### src/rtl/ialu_pkg.sv
package ialu_pkg;
    localparam int DW    = 32;
    localparam int RIW   = 5;
    localparam int NGP   = 31;
    localparam int NCB   = 4;
    localparam int CBW   = $clog2(NCB);

    typedef enum logic [4:0] {
        OP_ADD  = 5'd0,  OP_SUB  = 5'd1,  OP_ASHR = 5'd2,  OP_LSHR = 5'd3,
        OP_ROTL = 5'd4,  OP_ROTR = 5'd5,  OP_ANDN = 5'd6,  OP_NOT  = 5'd7,
        OP_OR   = 5'd8,  OP_XOR  = 5'd9,  OP_ABS  = 5'd10, OP_MIN  = 5'd11,
        OP_MAX  = 5'd12, OP_CMP  = 5'd13, OP_LDI  = 5'd14, OP_ADDR = 5'd15,
        OP_SETB = 5'd16, OP_SETL = 5'd17
    } op_e;

    typedef enum logic [2:0] {
        CC_EQ = 3'd0, CC_LT = 3'd1, CC_LE = 3'd2,
        CC_NE = 3'd3, CC_NLT = 3'd4, CC_NLE = 3'd5
    } cond_e;

    typedef struct packed {
        logic z;
        logic n;
        logic v;
        logic c;
    } flags_t;

    typedef struct packed {
        logic br;
        logic cb;
        logic u;
    } opt_t;

    function automatic logic [DW-1:0] bitrev(input logic [DW-1:0] x);
        logic [DW-1:0] y;
        for (int i = 0; i < DW; i++) y[i] = x[DW-1-i];
        return y;
    endfunction

    function automatic logic cond_eval(input flags_t f, input logic [2:0] cs, input logic u);
        logic lt;
        logic le;
        lt = u ? f.c : (f.n ^ f.v);
        le = lt | f.z;
        case (cs)
            CC_EQ:   return f.z;
            CC_LT:   return lt;
            CC_LE:   return le;
            CC_NE:   return !f.z;
            CC_NLT:  return !lt;
            CC_NLE:  return !le;
            default: return 1'b0;
        endcase
    endfunction
endpackage

### src/rtl/ialu_regfile.sv
module ialu_regfile #(
    parameter int W  = ialu_pkg::DW,
    parameter int N  = ialu_pkg::NGP,
    parameter int AW = ialu_pkg::RIW
) (
    input  logic          clk,
    input  logic          rst,
    input  logic          we,
    input  logic [AW-1:0] waddr,
    input  logic [W-1:0]  wdata,
    input  logic [AW-1:0] raddr_a,
    input  logic [AW-1:0] raddr_b,
    output logic [W-1:0]  rdata_a,
    output logic [W-1:0]  rdata_b
);
    logic [W-1:0] bank [N];

    for (genvar gi = 0; gi < N; gi++) begin : g_reg
        always_ff @(posedge clk) begin
            if (rst)                                bank[gi] <= '0;
            else if (we && waddr == AW'(gi))        bank[gi] <= wdata;
        end
    end

    assign rdata_a = (raddr_a < AW'(N)) ? bank[raddr_a] : '0;
    assign rdata_b = (raddr_b < AW'(N)) ? bank[raddr_b] : '0;
endmodule

### src/rtl/ialu_exec.sv
module ialu_exec
    import ialu_pkg::*;
#(
    parameter int W = DW
) (
    input  op_e          op,
    input  logic         uns,
    input  logic [W-1:0] a,
    input  logic [W-1:0] b,
    input  logic [W-1:0] imm,
    output logic [W-1:0] res,
    output flags_t       fl,
    output logic         wr_en,
    output logic         fl_en
);
    localparam int SW = $clog2(W);

    logic [W:0]    sum_w;
    logic [W:0]    dif_w;
    logic [SW-1:0] sh;
    logic [SW:0]   inv;
    logic          a_lt_b;
    logic          ov;
    logic          cy;

    assign sum_w  = {1'b0, a} + {1'b0, b};
    assign dif_w  = {1'b0, a} - {1'b0, b};
    assign sh     = b[SW-1:0];
    assign inv    = (SW+1)'(W) - {1'b0, sh};
    assign a_lt_b = uns ? (a < b) : ($signed(a) < $signed(b));

    always_comb begin
        res   = '0;
        ov    = 1'b0;
        cy    = 1'b0;
        wr_en = 1'b1;
        fl_en = 1'b1;
        case (op)
            OP_ADD: begin
                res = sum_w[W-1:0];
                cy  = sum_w[W];
                ov  = (a[W-1] == b[W-1]) && (res[W-1] != a[W-1]);
            end
            OP_SUB, OP_CMP: begin
                res   = dif_w[W-1:0];
                cy    = dif_w[W];
                ov    = (a[W-1] != b[W-1]) && (res[W-1] != a[W-1]);
                wr_en = (op == OP_SUB);
            end
            OP_ASHR: res = W'($signed(a) >>> sh);
            OP_LSHR: res = a >> sh;
            OP_ROTL: res = (a << sh) | (a >> inv);
            OP_ROTR: res = (a >> sh) | (a << inv);
            OP_ANDN: res = a & ~b;
            OP_NOT:  res = ~a;
            OP_OR:   res = a | b;
            OP_XOR:  res = a ^ b;
            OP_ABS: begin
                res = a[W-1] ? (~a + 1'b1) : a;
                ov  = a[W-1] && (a[W-2:0] == '0);
            end
            OP_MIN:  res = a_lt_b ? a : b;
            OP_MAX:  res = a_lt_b ? b : a;
            OP_LDI: begin
                res   = imm;
                fl_en = 1'b0;
            end
            default: begin
                res   = imm;
                wr_en = 1'b0;
                fl_en = 1'b0;
            end
        endcase
        fl.z = (res == '0);
        fl.n = res[W-1];
        fl.v = ov;
        fl.c = cy;
    end
endmodule

### src/rtl/ialu_agu.sv
module ialu_agu
    import ialu_pkg::*;
#(
    parameter int W  = DW,
    parameter int NB = NCB,
    parameter int BW = CBW
) (
    input  logic          clk,
    input  logic          rst,
    input  logic          set_base,
    input  logic          set_len,
    input  logic [BW-1:0] sel,
    input  logic [W-1:0]  wval,
    input  logic [W-1:0]  idx,
    input  logic [W-1:0]  mdf,
    input  opt_t          opt,
    output logic [W-1:0]  next
);
    logic [W-1:0] base_r [NB];
    logic [W-1:0] len_r  [NB];

    for (genvar gb = 0; gb < NB; gb++) begin : g_buf
        always_ff @(posedge clk) begin
            if (rst) begin
                base_r[gb] <= '0;
                len_r[gb]  <= '0;
            end else begin
                if (set_base && sel == BW'(gb)) base_r[gb] <= wval;
                if (set_len  && sel == BW'(gb)) len_r[gb]  <= wval;
            end
        end
    end

    logic [W-1:0] lin;
    logic [W-1:0] cb_base;
    logic [W-1:0] cb_len;
    logic [W:0]   cb_top;
    logic [W-1:0] circ;
    logic [W-1:0] rev;

    assign lin     = idx + mdf;
    assign cb_base = base_r[sel];
    assign cb_len  = len_r[sel];
    assign cb_top  = {1'b0, cb_base} + {1'b0, cb_len};
    assign rev     = bitrev(bitrev(idx) + bitrev(mdf));

    always_comb begin
        if ({1'b0, lin} >= cb_top)  circ = lin - cb_len;
        else if (lin < cb_base)     circ = lin + cb_len;
        else                        circ = lin;
    end

    always_comb begin
        if (opt.cb)       next = circ;
        else if (opt.br)  next = rev;
        else              next = lin;
    end
endmodule

### src/rtl/ialu_top.sv
module ialu_top
    import ialu_pkg::*;
(
    input  logic              clk,
    input  logic              rst,
    input  logic              in_valid,
    input  logic [4:0]        op,
    input  logic [RIW-1:0]    ra,
    input  logic [RIW-1:0]    rb,
    input  logic [RIW-1:0]    rd,
    input  logic [2:0]        opts,
    input  logic [CBW-1:0]    cb_sel,
    input  logic [DW-1:0]     imm,
    input  logic [2:0]        cond_sel,
    output logic              res_valid,
    output logic [DW-1:0]     result,
    output logic [DW-1:0]     addr_out,
    output logic [3:0]        flags_o,
    output logic              cond_true
);
    localparam logic [RIW-1:0] STAT_IDX = RIW'(NGP);

    op_e          op_i;
    opt_t         opt_i;
    flags_t       flags_q;
    flags_t       ex_fl;
    logic [DW-1:0] rf_a, rf_b, opa, opb, ex_res, agu_next, wb_data;
    logic         ex_we, ex_fe, is_addr, wb_en;
    logic [RIW-1:0] wb_idx;

    assign op_i  = op_e'(op);
    assign opt_i = opt_t'(opts);

    assign opa = (ra == STAT_IDX) ? {{(DW-4){1'b0}}, flags_q} : rf_a;
    assign opb = (rb == STAT_IDX) ? {{(DW-4){1'b0}}, flags_q} : rf_b;

    ialu_exec #(.W(DW)) u_exec (
        .op(op_i), .uns(opt_i.u), .a(opa), .b(opb), .imm(imm),
        .res(ex_res), .fl(ex_fl), .wr_en(ex_we), .fl_en(ex_fe)
    );

    ialu_agu #(.W(DW), .NB(NCB), .BW(CBW)) u_agu (
        .clk(clk), .rst(rst),
        .set_base(in_valid && op_i == OP_SETB),
        .set_len(in_valid && op_i == OP_SETL),
        .sel(cb_sel), .wval(imm), .idx(opa), .mdf(opb), .opt(opt_i),
        .next(agu_next)
    );

    assign is_addr = (op_i == OP_ADDR);
    assign wb_data = is_addr ? agu_next : ex_res;
    assign wb_idx  = is_addr ? ra : rd;
    assign wb_en   = in_valid && (is_addr || ex_we);

    ialu_regfile #(.W(DW), .N(NGP), .AW(RIW)) u_rf (
        .clk(clk), .rst(rst), .we(wb_en), .waddr(wb_idx), .wdata(wb_data),
        .raddr_a(ra), .raddr_b(rb), .rdata_a(rf_a), .rdata_b(rf_b)
    );

    always_ff @(posedge clk) begin
        if (rst) begin
            res_valid <= 1'b0;
            result    <= '0;
            addr_out  <= '0;
            flags_q   <= '0;
        end else begin
            res_valid <= in_valid;
            if (in_valid) begin
                result <= wb_data;
                if (is_addr) addr_out <= opa;
                if (ex_fe)   flags_q  <= ex_fl;
            end
        end
    end

    assign flags_o   = flags_q;
    assign cond_true = cond_eval(flags_q, cond_sel, opt_i.u);
endmodule

### config.mk
export PLATFORM = sky130hd
export DESIGN_NAME = ialu_top
export DESIGN_NICKNAME = d
export VERILOG_FILES = /design/src/rtl/ialu_pkg.sv /design/src/rtl/ialu_regfile.sv /design/src/rtl/ialu_exec.sv /design/src/rtl/ialu_agu.sv /design/src/rtl/ialu_top.sv
export SDC_FILE = /design/constraint.sdc
export NUM_CORES = 2
export LEC_CHECK = 0
export BUFFER_PORTS_ARGS = -buffer_cell sky130_fd_sc_hd__buf_4
export CORE_MARGIN = 1
export CORE_UTILIZATION = 50
export DETAILED_ROUTE_END_ITERATION = 12
export PLACE_DENSITY_LB_ADDON = 0.3
export SKIP_LAST_GASP = 1
export SYNTH_ARGS = -nofsm -noshare
export SYNTH_HDL_FRONTEND = slang
export SYNTH_HIERARCHICAL = 1
export SYNTH_SLANG_ARGS = --single-unit
### constraint.sdc
create_clock -name clk -period 20.7 [get_ports clk]
set_input_delay 1.035 -clock clk [delete_from_list [all_inputs] [get_ports clk]]
set_output_delay 1.035 -clock clk [all_outputs]
set_load 0.01 [all_outputs]
==> flow_metrics.env <==
export IMPL_port_buffers=132
export IMPL_synthArstFlopShare_pct=0
export IMPL_clk_latency_ns=0.85
export IMPL_die_x_um=435.0
export IMPL_crit_type="in2reg"
export IMPL_synth_nets=8971
export IMPL_synth_seq_cells=1317
export IMPL_hp_class="reg2reg"
export IMPL_area_delta_synth_final_pct=8.071
export IMPL_fin_nets=8712
export IMPL_path_clk_slew_ns=0.06
export IMPL_status="finished, violations left"
export IMPL_rrSetupSlack_ns=9.34
export IMPL_worstSetupEndpointType="register"
export IMPL_cts_root_buf="clkbuf_16"
export IMPL_post_cts_setup_buffers=0
export IMPL_first_global_vias=73990
export IMPL_placedCellCount=10690
export IMPL_core_area_sq_um=185800
export IMPL_yosys_top_cells_count="and2_1 (1325), edfxtp_1 (1248), nor2_1 (537)"
export IMPL_hpwl_mm=261.5
export IMPL_grt_overflow=0
export IMPL_setup_viol=0
export IMPL_cts_buffers=145
export IMPL_crit_path_start_kind="input port"
export IMPL_finalCriticalPeriod_ns=13.10
export IMPL_wl_mm=385.7
export IMPL_antenna_found_initial=33
export IMPL_report_final_slew_viol_count=4
export IMPL_cp_slowest_cell="o21a_1"
export IMPL_drc=0
export IMPL_die_y_um=435.0
export IMPL_first_pass_iters=9
export IMPL_syn_area_sq_um=93740
export IMPL_num_rows=158
export IMPL_setup_tns_ns=0
export IMPL_yosys_top_cells_area="edfxtp_1 (40%), mux4_2 (12%), and2_1 (8.8%)"
export IMPL_synth_top_area_cell="edfxtp_1"
export IMPL_track_usage_pct=39.81
export IMPL_critPathMaxStageDelay_ns=1.03
export IMPL_met3_usage_pct=11.30
export IMPL_tightest_slew_ns=1.521
export IMPL_relSlewSlack_pct=-2.783
export IMPL_postSynthAreaPerCell_sq_um=10.88
export IMPL_cap_violations=1
export IMPL_violations="capacitance limit, slew limit"
export IMPL_hold_buffers=0
export IMPL_vias=77020
export IMPL_worstPathRequired_ns=21.38
export IMPL_synth_most_common_cell="and2_1"
export IMPL_rsz0062_at_grt="no"
export IMPL_dieArea_sq_um=189200
export IMPL_yosysUniqueCellTypes=121
export IMPL_wl_per_cell_um=35.12
export IMPL_grt_busiest_layer="met2"
export IMPL_synth_edf_count=1248
export IMPL_grt_max_degree=88
export IMPL_vdd_drop_max_uv=94.88
export IMPL_post_cts_resized=0
export IMPL_p_leak_nw=38.07
export IMPL_final_cells=10980
export IMPL_grt_use_met1_pct=50.22
export IMPL_gr_usage_met2_pct=58.68
export IMPL_clock_path_buffers=3
export IMPL_netlist_area_leader_share_pct=39.98
export IMPL_fin_skew_ns=0.04783
export IMPL_gp_congestion=1.061
export IMPL_synthFlopType="edfxtp_1"
export IMPL_power_density_nw_per_um2=91.98
export IMPL_vias_per_cell=7.013
export IMPL_path_max_fanout=87
export IMPL_htreeDepth=4
export IMPL_start_util_pct=50.44
export IMPL_yosys_warnings=6
export IMPL_drt_iter0_markers=12140
export IMPL_synth_cells=8612
export IMPL_cts_sinks=1317
export IMPL_hold_viol_final=0
export IMPL_drive_gt1_share_pct=16.37
export IMPL_arrival_ns=13.78
export IMPL_grt_pass1_wl_mm=542.8
export IMPL_pin_count=133
export IMPL_cts_tree="built"
export IMPL_max_freq_ghz=0.07635
export IMPL_ant_nets=0
export IMPL_fin_crit_sh_pct=63.27
export IMPL_yosysSeqAreaShare_pct=41.45
## worst max-delay path: cells and delay by family
family	cells	cell delay (ns)
compound gates	15	4.93
simple gates	8	2.11
buf+inv	3	2.08
xor+xnor	1	0.44
mux	4	2.12
fa+ha+maj	2	0.78
## per-layer routing
layer / share of wire [%] / vias up / routed length (um)
li1: - / 31790 / -
met5: 0.020 / - / 76
met2: 43 / 5954 / 165500
met4: 8.7 / 12 / 33390
met1: 35 / 37980 / 136200
met3: 13 / 1279 / 50590
## where the power goes
group | switching [mW] | internal, mW
combinational | 2.45 | 1.19
sequential | 0.0517 | 3.02
clock | 1.13 | 1.47
## metrics by stage
step / power, mW / setup WS (ns) / hold WS, ns / area (sq um) / util [%]
after global routing: 9.609 / 7.327 / 0.4852 / 101200 / 54.48
final: 9.317 / 7.602 / 0.4624 / 101300 / 54.51
after global placement: 6.572 / 7.570 / 0.4484 / 96480 / 51.92
after floorplan: 5.477 / 12.20 / 0.4805 / 93740 / -
after CTS: 9.176 / 8.212 / 0.4599 / 101200 / 54.46
after detailed placement: 6.593 / 7.431 / 0.4518 / 96480 / 51.92
## cell type report
type                            instances  area (sq um)
Antenna cell                           29         72.57
Sequential cell                      1317         38860
Clock inverter                         85         869.6
Timing Repair Buffer                  365          2805
Inverter                              251         942.2
Fill cell                           15910         84530
Multi-Input combinational cell       6273         50790
Clock buffer                          182          3860
Tap cell                             2480          3103
## layout by cell type, fill, tap and decap left out, types with 30 or more instances in the layout
cell       count
o21a_1        66
ha_1         289
o211ai_1      63
mux4_2       515
clkinv_1      37
nor2b_1       60
nand2_1      526
nor4_1        38
edfxtp_1    1248
clkbuf_16    147
xor2_1        40
clkbuf_1      30
o21ai_1       40
nor3_1        79
nor2_1       499
inv_1        233
o221ai_1      65
and2_1      1321
nand3_1      117
buf_4        356
o21bai_1      35
or3_1         32
o22ai_1       93
nor2_2        39
a21o_1       105
a211o_1       41
xnor2_1       92
a31oi_1       85
mux2i_1      393
o22a_1        31
dfxtp_1       69
nand4_1       48
nand2b_1      47
a221oi_1      58
o21ai_0      275
o31ai_1       41
a211oi_1      85
a21oi_1      458
mux2_2       112
## state kept, by name, indices dropped and copies added, names as in the netlist
signal / flops
addr_out: 32
flags_o: 4
res_valid: 1
u_agu/len_r: 128
result: 32
u_agu/base_r: 128
u_rf/bank: 992
## cells by family (layout without fill, tap and decap cells)
kind of cell,count (synthesis),count (layout),share of synthesized area [%]
adders and majority gates,296,296,4.007
muxes,1037,1037,18.16
DFF,1317,1317,41.45
other,0,29,0
xor gates and xnor gates,136,136,1.315
AOI/OAI and AO/OA,1889,1889,13.74
and+or+nand+nor,2915,2915,16.52
buffers and inverters,1022,883,4.797
## worst paths after layout
| check | start | end | cells after the start |
|---|---|---|---|
| max | rb[1] | u_rf/bank[11][26] | 33 |
| min reg2reg | addr_out[30] | addr_out[30] | 2 |
| max reg2reg | u_rf/bank[21][10] | u_rf/bank[11][26] | 30 |
| min | addr_out[30] | addr_out[30] | 2 |
Note: power is estimated with default switching activity, not from simulation.
